===== src/rtl/sar_bus_pkg.sv =====
package sar_bus_pkg;

  // Strobes from the sequencer to the search datapath
  typedef struct packed {
    logic load;    // start of conversion: set MSB trial
    logic decide;  // resolve the current trial bit from the comparator
    logic latch;   // last decision: capture the formatted result
  } sarStrobe_t;

  typedef enum logic [0:0] {
    ST_IDLE = 1'b0,
    ST_CONV = 1'b1
  } sarState_t;

endpackage


===== src/rtl/sar_bus_sync.sv =====
module sar_bus_sync #(
  parameter int WIDTH   = 2,
  parameter int STAGES  = 2,
  parameter logic [WIDTH-1:0] RST_VAL = '1
) (
  input  logic             clk,
  input  logic             rstN,
  input  logic [WIDTH-1:0] asyncIn,
  output logic [WIDTH-1:0] syncOut
);

  logic [WIDTH-1:0] stageQ [STAGES];

  genvar s;
  generate
    for (s = 0; s < STAGES; s++) begin : g_stage
      if (s == 0) begin : g_first
        always_ff @(posedge clk or negedge rstN) begin
          if (!rstN) stageQ[0] <= RST_VAL;
          else       stageQ[0] <= asyncIn;
        end
      end else begin : g_next
        always_ff @(posedge clk or negedge rstN) begin
          if (!rstN) stageQ[s] <= RST_VAL;
          else       stageQ[s] <= stageQ[s-1];
        end
      end
    end
  endgenerate

  assign syncOut = stageQ[STAGES-1];

endmodule


===== src/rtl/sar_bus_ctrl_fsm.sv =====
module sar_bus_ctrl_fsm
  import sar_bus_pkg::*;
#(
  parameter int W          = 12,
  parameter int SYNC_DEPTH = 2
) (
  input  logic       clk,
  input  logic       rstN,
  input  logic       csN,
  input  logic       rdConv,
  output sarStrobe_t stb,
  output logic       busyN,
  output logic       sampleHold,
  output logic       oeOn
);

  localparam int CW = (W > 1) ? $clog2(W) : 1;
  localparam logic [CW-1:0] LAST_IDX = CW'(W - 1);

  // bit 1 = chip select, bit 0 = read/convert; idle level is high for both
  logic [1:0] strobeSync;
  logic [1:0] strobePrev;
  logic       csS, rcS, csPrev, rcPrev;
  logic       csFall, rcFall, rcRise;
  logic       startReq, readReq;

  sarState_t  stateQ;
  logic [CW-1:0] stepCnt;
  logic       oeQ;

  sar_bus_sync #(
    .WIDTH  (2),
    .STAGES (SYNC_DEPTH),
    .RST_VAL(2'b11)
  ) syncI (
    .clk    (clk),
    .rstN   (rstN),
    .asyncIn({csN, rdConv}),
    .syncOut(strobeSync)
  );

  always_ff @(posedge clk or negedge rstN) begin
    if (!rstN) strobePrev <= 2'b11;
    else       strobePrev <= strobeSync;
  end

  assign csS    = strobeSync[1];
  assign rcS    = strobeSync[0];
  assign csPrev = strobePrev[1];
  assign rcPrev = strobePrev[0];

  assign csFall = csPrev & ~csS;
  assign rcFall = rcPrev & ~rcS;
  assign rcRise = ~rcPrev & rcS;

  // Either strobe starts a conversion, qualified by the other's level
  assign startReq = (stateQ == ST_IDLE) && ((rcFall && !csS) || (csFall && !rcS));
  assign readReq  = (csFall && rcS) || (rcRise && !csS);

  always_comb begin
    stb        = '0;
    stb.load   = startReq;
    stb.decide = (stateQ == ST_CONV);
    stb.latch  = (stateQ == ST_CONV) && (stepCnt == '0);
  end

  always_ff @(posedge clk or negedge rstN) begin
    if (!rstN) begin
      stateQ  <= ST_IDLE;
      stepCnt <= '0;
    end else begin
      unique case (stateQ)
        ST_IDLE: begin
          if (startReq) begin
            stateQ  <= ST_CONV;
            stepCnt <= LAST_IDX;
          end
        end
        ST_CONV: begin
          if (stepCnt == '0) stateQ <= ST_IDLE;
          else               stepCnt <= stepCnt - 1'b1;
        end
        default: stateQ <= ST_IDLE;
      endcase
    end
  end

  // Bus enable: released during conversion or when a strobe leaves read level
  always_ff @(posedge clk or negedge rstN) begin
    if (!rstN) begin
      oeQ <= 1'b0;
    end else if (stateQ == ST_CONV) begin
      oeQ <= (stepCnt == '0) && !csS && rcS;
    end else if (csS || !rcS || startReq) begin
      oeQ <= 1'b0;
    end else if (readReq) begin
      oeQ <= 1'b1;
    end
  end

  assign busyN      = (stateQ == ST_IDLE);
  assign sampleHold = (stateQ == ST_CONV);
  assign oeOn       = oeQ;

endmodule


===== src/rtl/sar_bus_dp.sv =====
module sar_bus_dp
  import sar_bus_pkg::*;
#(
  parameter int W = 12
) (
  input  logic         clk,
  input  logic         rstN,
  input  sarStrobe_t   stb,
  input  logic         cmpIn,
  input  logic         oeOn,
  output logic [W-1:0] trialCode,
  output logic [W-1:0] dataOut
);

  localparam logic [W-1:0] MSB_ONE = {1'b1, {(W-1){1'b0}}};

  logic [W-1:0] trialQ;
  logic [W-1:0] maskQ;
  logic [W-1:0] resQ;
  logic [W-1:0] keptV;
  logic [W-1:0] fmtV;

  // Trial bit under test is kept if input >= trial, else cleared
  assign keptV = cmpIn ? trialQ : (trialQ & ~maskQ);
  // Offset binary to two's complement: flip the sign position
  assign fmtV  = keptV ^ MSB_ONE;

  always_ff @(posedge clk or negedge rstN) begin
    if (!rstN) begin
      trialQ <= '0;
      maskQ  <= '0;
      resQ   <= '0;
    end else if (stb.load) begin
      trialQ <= MSB_ONE;
      maskQ  <= MSB_ONE;
    end else if (stb.decide) begin
      maskQ <= maskQ >> 1;
      if (stb.latch) begin
        trialQ <= '0;
        resQ   <= fmtV;
      end else begin
        trialQ <= keptV | (maskQ >> 1);
      end
    end
  end

  assign trialCode = trialQ;
  assign dataOut   = oeOn ? resQ : '0;

endmodule


===== src/rtl/sar_bus_ctrl.sv =====
module sar_bus_ctrl
  import sar_bus_pkg::*;
#(
  parameter int W          = 12,
  parameter int SYNC_DEPTH = 2
) (
  input  logic         clk,
  input  logic         rstN,
  input  logic         csN,
  input  logic         rdConv,
  input  logic         cmpIn,
  output logic [W-1:0] trialCode,
  output logic         sampleHold,
  output logic         busyN,
  output logic [W-1:0] dataOut,
  output logic         dataOe
);

  sarStrobe_t stb;
  logic       oeOn;

  sar_bus_ctrl_fsm #(
    .W         (W),
    .SYNC_DEPTH(SYNC_DEPTH)
  ) fsmI (
    .clk       (clk),
    .rstN      (rstN),
    .csN       (csN),
    .rdConv    (rdConv),
    .stb       (stb),
    .busyN     (busyN),
    .sampleHold(sampleHold),
    .oeOn      (oeOn)
  );

  sar_bus_dp #(
    .W(W)
  ) dpI (
    .clk      (clk),
    .rstN     (rstN),
    .stb      (stb),
    .cmpIn    (cmpIn),
    .oeOn     (oeOn),
    .trialCode(trialCode),
    .dataOut  (dataOut)
  );

  assign dataOe = oeOn;

endmodule


===== config.mk =====
export PLATFORM = sky130hd
export DESIGN_NAME = sar_bus_ctrl
export DESIGN_NICKNAME = d
export VERILOG_FILES = /design/src/rtl/sar_bus_pkg.sv /design/src/rtl/sar_bus_sync.sv /design/src/rtl/sar_bus_ctrl_fsm.sv /design/src/rtl/sar_bus_dp.sv /design/src/rtl/sar_bus_ctrl.sv
export SDC_FILE = /design/constraint.sdc
export NUM_CORES = 1
export LEC_CHECK = 0
export BUFFER_PORTS_ARGS = -buffer_cell sky130_fd_sc_hd__buf_4
export CELL_PAD_IN_SITES_DETAIL_PLACEMENT = 0
export CELL_PAD_IN_SITES_GLOBAL_PLACEMENT = 2
export CORE_MARGIN = 10
export CORE_UTILIZATION = 36
export DETAILED_ROUTE_END_ITERATION = 8
export GPL_ROUTABILITY_DRIVEN = 0
export PLACE_DENSITY = 0.8
export SLEW_MARGIN = 25
export SYNTH_ARGS = -nofsm -noshare
export SYNTH_HDL_FRONTEND = slang
export SYNTH_SLANG_ARGS = --single-unit

===== constraint.sdc =====
create_clock -name clk -period 2.45 [get_ports clk]
set_input_delay 0.245 -clock clk [delete_from_list [all_inputs] [get_ports clk]]
set_output_delay 0.245 -clock clk [all_outputs]
set_load 0.1 [all_outputs]

==> metrics, run 1 <==
outcome=finished, final reports clean; Buffers on Ports=31; worst-skew pair later-pin latency=300 ps; hold_buf cts=1; Top FF cell, synth=dfrtp_1; slew at the pin closest to its max-slew limit=938.1 ps; Setup TNS=0 ps; dominant cell type by area after synthesis=dfrtp_1; clk root buf=clkbuf_8; Slowest-stage cell, CP=or3b_4; Leak=1.174 nW; share of cells above drive strength 1=24.40%; f_max=509.7 MHz; Top-Level Pins=32; Iter 0 DRT Violations=59; CP arrival=2140 ps; core area=5540 um2; CTS Buf Count=5; drt wl/cell=16.93 um; DR pass1 iterations=4; die area=9177 um2; Core Util, Final=44.81%; clk sinks=48; top sig layer=met4; CTS tree=done; All-Layer GR Usage=11.17%; crit path kind=flop to flop; FF/Latch Area=1210 um2; RSZ-0062 raised after global routing=no; first-pass GRT wire length=8.093 mm; cell with the most instances after synthesis=dfrtp_1; vias in the first global route=1558; Setup WS post-layout=488.2 ps; period utilization=80.08%; Final HPWL DP=3.164 mm; pre-CTS setup slack=515.7 ps; Resize count post-CTS=0; Power Dens Cells=1404 nW/um2; Worst-path clk slew=80 ps; post-synth top area share=50.82%; nets@finish=214; multi-input combinational cell area=798.3 um2; Total Routed Length=4.758 mm; pin count of the biggest net entering global routing=49; Met1 Wirelength=2.249 mm; initial antenna violation count=0; DRC=0; worst rel slew slack=37.46%; Vias=1511; vias per inst=5.377; Die W=95.80 um; top area cells in the synthesized netlist=dfrtp_1 (51%), dfstp_2 (7.6%), a221o_1 (5.3%), a22o_1 (4.7%), and4_1 (4.7%); Tmin final=1962 ps; #FFs+latches synth=48; CTS H-Tree Depth=2; crit path buf inv count=1; number of synthesis warnings=0; fin. max-slew vios=0; synthesized cell area=2068 um2; Setup Skew=9.693 ps; GRT overflow=0; initial core utilization=37.33%; routed length on met3=280 um; Syn Nets=186; VDD IR max=0.5768 mV; max-cap violation count=0; ys async rst share=100.0%; Die Height=95.80 um; crit-path max cell delay=500 ps; met2 wire len=2.160 mm; Hold Fails Final Rpt=0; class of the worst hold path=primary input to flop; cell family with most CP delay=simple AND/OR/NAND/NOR gates; required time worst endpoint=2630 ps; Fillers=549; crit path cell chain=inv_1, ha_1, or3b_4, and2_4, a221o_1; row cnt=27; sequential area share after synthesis=58.44%; Inserted Diodes=0; Post-synth EDFFs=0; post-CTS setup buffer count=0; remaining antenna violation count=0; Max Root-Sink Buffers=2; Final Setup Violations=0; Synth top cells by count=dfrtp_1 (42), nand2_1 (24), and2_1 (12), nand2b_1 (12), nand3_1 (12); P&R area growth vs syn=20.02%; endpoint type of the worst setup path=flop; Max FO, Critical Path=15; CP Launch Type=flop; synthesized area per cell=11.49 um2; Netlist cell types=33; cells after synthesis=180
-- worst reg2reg max path, stage by stage, from the launching register on --
cell and delay [ps]:
dfrtp_1 400, inv_1 80, ha_1 250, or3b_4 500, and2_4 260, a221o_1 350
-- power breakdown --
| group | internal, mW | total, mW | switching [mW] |
|---|---|---|---|
| Combinational | 0.449 | 1.53 | 1.08 |
| Clock | 0.360 | 0.619 | 0.259 |
| Sequential | 1.06 | 1.34 | 0.281 |
| Total | 1.87 | 3.48 | 1.62 |
-- through the flow --
step	cell area, um2	hold slack [ps]	instances	power [mW]
2_1_floorplan	2073	-50.59	180	2.541
3_3_place_gp	2346	289.6	272	2.850
3_5_place_dp	2346	297.9	272	2.886
4_1_cts	2482	45.03	281	3.505
5_1_grt	2482	33.78	281	3.702
6_report	2482	56.82	281	3.485
-- registers in the layout, indices dropped and copies added (netlist names) --
| name | count |
|---|---|
| dpI.maskQ | 12 |
| dpI.resQ | 12 |
| dpI.trialCode | 12 |
| fsmI.stepCnt | 4 |
| fsmI.strobePrev | 2 |
| fsmI.syncI.stageQ | 2 |
| fsmI.syncI.syncOut | 2 |
| fsmI.oeOn | 1 |
| fsmI.sampleHold | 1 |
-- final timing paths --
path	from	endpoint	slack, ps	cells past startpoint
worst max-delay path	fsmI.stepCnt[0]	dpI.trialCode[0]	490	5
worst min-delay path	csN	fsmI.syncI.stageQ[3]	60	1
worst max register to register	fsmI.stepCnt[0]	dpI.trialCode[0]	490	5
worst min register to register	fsmI.syncI.stageQ[2]	fsmI.syncI.syncOut[0]	350	0
max in group asynchronous	rstN	fsmI.sampleHold	1510	2
min in group asynchronous	rstN	dpI.maskQ[1]	490	2
-- logic make-up (layout without fill, tap and decap cells) --
family / after synthesis / count (layout) / share of synthesized area [%]
AOI/OAI and AO/OA: 31 / 31 / 13.31
adders and majority gates: 1 / 1 / 0.6049
buffers and inverters: 14 / 43 / 2.964
DFF: 48 / 48 / 58.44
and+or+nand+nor: 86 / 86 / 24.68
-- cells in the final DEF, fill, tap and decap left out, types with 2 or more instances in the layout --
cell type   n
a211o_1     2
a221o_1    11
a22o_1     11
and2_1     12
and4_1     11
buf_4      31
clkbuf_8    7
dfrtp_1    41
dfstp_2     6
inv_1       2
nand2_1    24
nand2b_1   12
nand3_1    12
nor2_1      3
nor3_1      2
nor4b_1     2
o31a_1      2
-- per-layer routing --
metal	track usage, %	vias up
li1	-	713
met1	14.82	761
met2	16.59	31
met3	3.735	6
met4	4.054	0
met5	0	-
-- cell type report --
cell class	instances	share of cell area [%]
Inverter	3	0.6048
Clock inverter	1	1.210
Sequential cell	48	48.74
Multi-Input combinational cell	118	32.16
Tap cell	72	3.629
Clock buffer	7	3.881
Timing Repair Buffer	32	9.778
Note: power is estimated with default switching activity, not from simulation.
==> run 2, diff against run 1 <==
==> constraint.sdc (replaced) <==
create_clock -name clk -period 1.88 [get_ports clk]
set_input_delay 0.188 -clock clk [delete_from_list [all_inputs] [get_ports clk]]
set_output_delay 0.188 -clock clk [all_outputs]
set_load 0.1 [all_outputs]
==> run 2 against run 1 <==
Count of clock-buffer cells in the layout decreased by 1. Critical path type unchanged. Sequential power increased by 28%. Clock skew decreased by 1.8 ps. Worst hold slack improved by 260 ps. Via count increased by 3.6%. Core utilization increased by 1.4 points. Fmax increased by 9.5%.
==> metrics, run 2 (synthesized netlist as in run 1, its figures left out) <==
Setup Skew=7.866 ps; Iter 0 DRT Violations=69; All-Layer GR Usage=10.80%; grt peak-use layer=met2; r2r setup slk=90 ps; r2r worst-path depth=6; Final Setup Violations=0; Die W=95.80 um; fin. max-slew vios=0; CTS Buf Count=5; Setup WS post-layout=88.29 ps; RSZ-0062 raised after global routing=no; total power=4.544 mW; pin count of the biggest net entering global routing=49; Hold Fails Final Rpt=0; f_max=558.1 MHz; initial antenna violation count=0; Die Height=95.80 um; max-cap violation count=0; Max FO, Critical Path=7; clk sinks=48; period utilization=95.30%; design area=2560 um2; worst rel slew slack=60.35%; Vias=1565; GRT overflow=0; CP Launch Type=flop; final instance count without filler cells=290; outcome=finished, final reports clean; placed cells=277; endpoint type of the worst setup path=flop; Final HPWL DP=3.152 mm; WHS=314.0 ps; GR Util met3=3.346%; pre-CTS setup slack=44.53 ps; die area=9177 um2; share of cells above drive strength 1=32.11%; initial core utilization=37.33%; required time worst endpoint=2060 ps; core area=5540 um2; Total Routed Length=4.652 mm; Tmin final=1792 ps; class of the worst hold path=primary input to flop; vias per inst=5.397; drt wl/cell=16.04 um; CTS H-Tree Depth=2; Top-Level Pins=32; met1 Use GR=13.08%; Hold Path Depth=3; P&R area growth vs syn=23.78%; row cnt=27; worst-skew pair later-pin latency=300 ps; slew at the pin closest to its max-slew limit=594.7 ps; CP arrival=1970 ps; most common cell after layout, fill and taps aside=dfrtp_1; vias in the first global route=1536; Max Root-Sink Buffers=2; most frequent cells in the layout=dfrtp_1 (41), buf_4 (38), nand2_1 (24); Power Dens Cells=1775 nW/um2; Inserted Diodes=0; Leak=1.217 nW; first-pass GRT wire length=7.852 mm; crit path kind=flop to flop; nets@finish=223; Buffers on Ports=31; clk root buf=clkbuf_8; met2 GRT Util=17.83%; cell area after placement=2401 um2; Worst-path clk slew=80 ps; DRC=0; CTS tree=done; VDD IR max=0.8539 mV; DR pass1 iterations=4; remaining antenna violation count=0
-- run 2: changes by cell type in the layout (fill, tap and decap cells not counted), moves of 2 or more --
cell	delta
buf_4	+7
and2_2	+12
dlygate4sd3_1	+2
and2_1	-12
clkbuf_8	-2
-- run 2: final timing paths --
| path | end | start |
|---|---|---|
| max in group asynchronous | fsmI.sampleHold | rstN |
| min in group asynchronous | dpI.resQ[1] | rstN |
| min | dpI.resQ[11] | cmpIn |
| min reg2reg | fsmI.syncI.syncOut[1] | fsmI.syncI.stageQ[3] |
| max reg2reg | dpI.trialCode[0] | fsmI.stepCnt[0] |
| max | dpI.trialCode[0] | fsmI.stepCnt[0] |
-- run 2: cell type report --
| cell class | instances | area (um2) |
|---|---|---|
| clock buffer | 6 | 72.57 |
| clock inverter | 2 | 35.03 |
| fill | 522 | 2980 |
| inverter | 3 | 15.01 |
| multi-input combinational | 118 | 819.5 |
| sequential | 48 | 1212 |
| tap | 72 | 90.09 |
| timing repair buffer | 41 | 315.3 |
-- run 2: report_power, final --
| part | switching (mW) | total [mW] | internal, mW |
|---|---|---|---|
| Clock | 0.339 | 0.734 | 0.395 |
| Sequential | 0.324 | 1.71 | 1.39 |
| Combinational | 1.45 | 2.10 | 0.649 |
-- run 2: worst max-delay path, cell delays in order, from the launching register on --
cell and delay, ps:
dfrtp_1 400, inv_1 90, ha_1 170, or3b_4 400
buf_4 170, and4_1 180, a221o_1 270
-- run 2: routing by layer --
| metal | wire length [um] | up-vias |
|---|---|---|
| li1 | - | 734 |
| met1 | 2051 | 788 |
| met2 | 2278 | 37 |
| met3 | 261 | 6 |
| met4 | 61 | 0 |
| met5 | 0 | - |
-- run 2: repair_timing --
item / CTS / global route
setup buffers: 0 / 2
setup endpoints to repair: 0 / 12
endpoints found under the hold margin: 44 / 0
hold buffers: 3 / 0
resized for setup: 0 / 1
-- run 2: per-stage QoR --
step	util, %	TNS [ps]
floorplan	-	-1979
global placement	43.34	0
detailed placement	43.34	0
CTS	45.82	0
global route	46.21	0
finish	46.21	0
==> run 3, diff against run 2 <==
--- a/config.mk
+++ b/config.mk
@@ -12,6 +12,7 @@
 export CORE_UTILIZATION = 36
 export DETAILED_ROUTE_END_ITERATION = 8
 export GPL_ROUTABILITY_DRIVEN = 0
+export MAX_ROUTING_LAYER = met4
 export PLACE_DENSITY = 0.8
 export SLEW_MARGIN = 25
 export SYNTH_ARGS = -nofsm -noshare
==> run 3 against run 2 <==
Global-route usage is 0.34 points higher. Clock skew is 0.51 ps higher. Via count is 0.77% lower. Cell area stayed put. Total power hardly changed. Worst setup slack worse by 1.0 ps. Final cell count stayed put. Critical endpoint unchanged. Largest cell class unchanged.
==> metrics, run 3 (synthesized netlist as in run 1, its figures left out) <==
outcome=finished, final reports clean; most frequent cells in the layout=dfrtp_1 (41), buf_4 (38), nand2_1 (24); die area=9177 um2; row cnt=27; cell family with most CP delay=simple AND/OR/NAND/NOR gates; VDD IR max=0.8530 mV; clk root buf=clkbuf_8; sw frac=46.57%; design area=2560 um2; Core Util, Final=46.21%; multi-input combinational cell area=819.5 um2; crit-path max cell delay=400 ps; Iter 0 DRT Violations=60; All-Layer GR Usage=11.14%; total power=4.548 mW; nets@finish=223; internal power=2.430 mW; most common cell after layout, fill and taps aside=dfrtp_1; endpoint type of the worst setup path=flop; period utilization=95.36%; FF/Latch Area=1212 um2; initial antenna violation count=0; first-pass GRT wire length=7.859 mm; worst-skew pair later-pin latency=300 ps; remaining antenna violation count=0; DR pass1 iterations=4; clk sinks=48; GRT overflow=0; crit path buf inv count=2; core area=5540 um2; vias in the first global route=1536; Tmin final=1793 ps; worst rel slew slack=59.83%; Setup Skew=8.375 ps; Power Dens Cells=1777 nW/um2; sequential power share=37.6%; clock network fraction of design power=16.1%; Die W=95.80 um; Fillers=522; Buffers on Ports=31; CTS Buf Count=5; RSZ-0062 raised after global routing=no; fin. max-slew vios=0; crit path cell chain=inv_1, ha_1, or3b_4, buf_4, and4_1, a221o_1; CP Launch Type=flop; class of the worst hold path=primary input to flop; Worst-path clk slew=80 ps; Inserted Diodes=0; CTS tree=done; placed cells=277; Max FO, Critical Path=7; Slowest-stage cell, CP=dfrtp_1; f_max=557.8 MHz; WHS=313.7 ps; drt wl/cell=16.21 um; initial core utilization=37.33%; Final Setup Violations=0; Hold Fails Final Rpt=0; CTS H-Tree Depth=2; cell area after placement=2401 um2; switching power total=2.118 mW; Total Routed Length=4.702 mm; P&R area growth vs syn=23.78%; Final HPWL DP=3.152 mm; pin count of the biggest net entering global routing=49; final instance count without filler cells=290; max-cap violation count=0; CP arrival=1970 ps; Leak=1.217 nW; Top-Level Pins=32; required time worst endpoint=2060 ps; slew at the pin closest to its max-slew limit=602.5 ps; crit path kind=flop to flop; Die Height=95.80 um; vias per inst=5.355; Comb power frac=46.3%; Max Root-Sink Buffers=2; DRC=0; share of cells above drive strength 1=32.11%; Vias=1553
-- run 3: cell counts in the layout (fill, tap and decap cells not counted) --
Identical to the previous run, type by type.
-- run 3: layout make-up --
type,instances,area share [%]
repair buffers,41,12.32
clock inverters,2,1.369
multi-input cells,118,32.01
well taps,72,3.519
flip-flops and latches,48,47.36
clock buffers,6,2.835
inverters,3,0.5865
-- run 3: worst reg2reg max path: stages, from the launching register on --
cell and delay [ps]:
dfrtp_1 400, inv_1 90, ha_1 170, or3b_4 400, buf_4 170, and4_1 180, a221o_1 260
-- run 3: power groups by stage --
stage	logic, mW	registers, mW	clock network [mW]
finish	2.10	1.71	0.731
global route	2.24	1.77	0.800
CTS	2.10	1.71	0.757
detailed placement	2.09	1.73	0
global placement	2.06	1.71	0
floorplan	1.05	2.30	0
-- run 3: per-layer routing --
metal	GRT usage (%)	up-vias	wire length (um)
met5	-	-	0
met4	3.686	0	61
met3	3.191	6	220
met2	17.83	39	2256
met1	13.22	774	2164
li1	-	734	-
-- run 3: repair_timing --
action | 4_1_cts | 5_1_grt
endpoints found under the hold margin | 44 | 0
buffers inserted | 0 | 2
endpoints found under the setup margin | 0 | 12
hold buffers | 3 | 0
resized for setup | 0 | 1
-- run 3: worst paths after layout --
check / cells after the start / endpoint / slack (ps) / startpoint
max in group asynchronous: 2 / fsmI.sampleHold / 980 / rstN
min in group asynchronous: 2 / dpI.resQ[1] / 430 / rstN
worst min register to register: 0 / fsmI.syncI.syncOut[0] / 360 / fsmI.syncI.stageQ[2]
worst max-delay path: 6 / dpI.trialCode[0] / 90 / fsmI.stepCnt[0]
worst max register to register: 6 / dpI.trialCode[0] / 90 / fsmI.stepCnt[0]
worst min-delay path: 3 / dpI.resQ[11] / 310 / cmpIn
-- run 3: stage by stage --
step	setup WS, ps	TNS, ps
final	87.30	0
after global placement	106.3	0
after detailed placement	44.53	0
after global routing	16.41	0
after CTS	18.90	0
after floorplan	-175.2	-1979
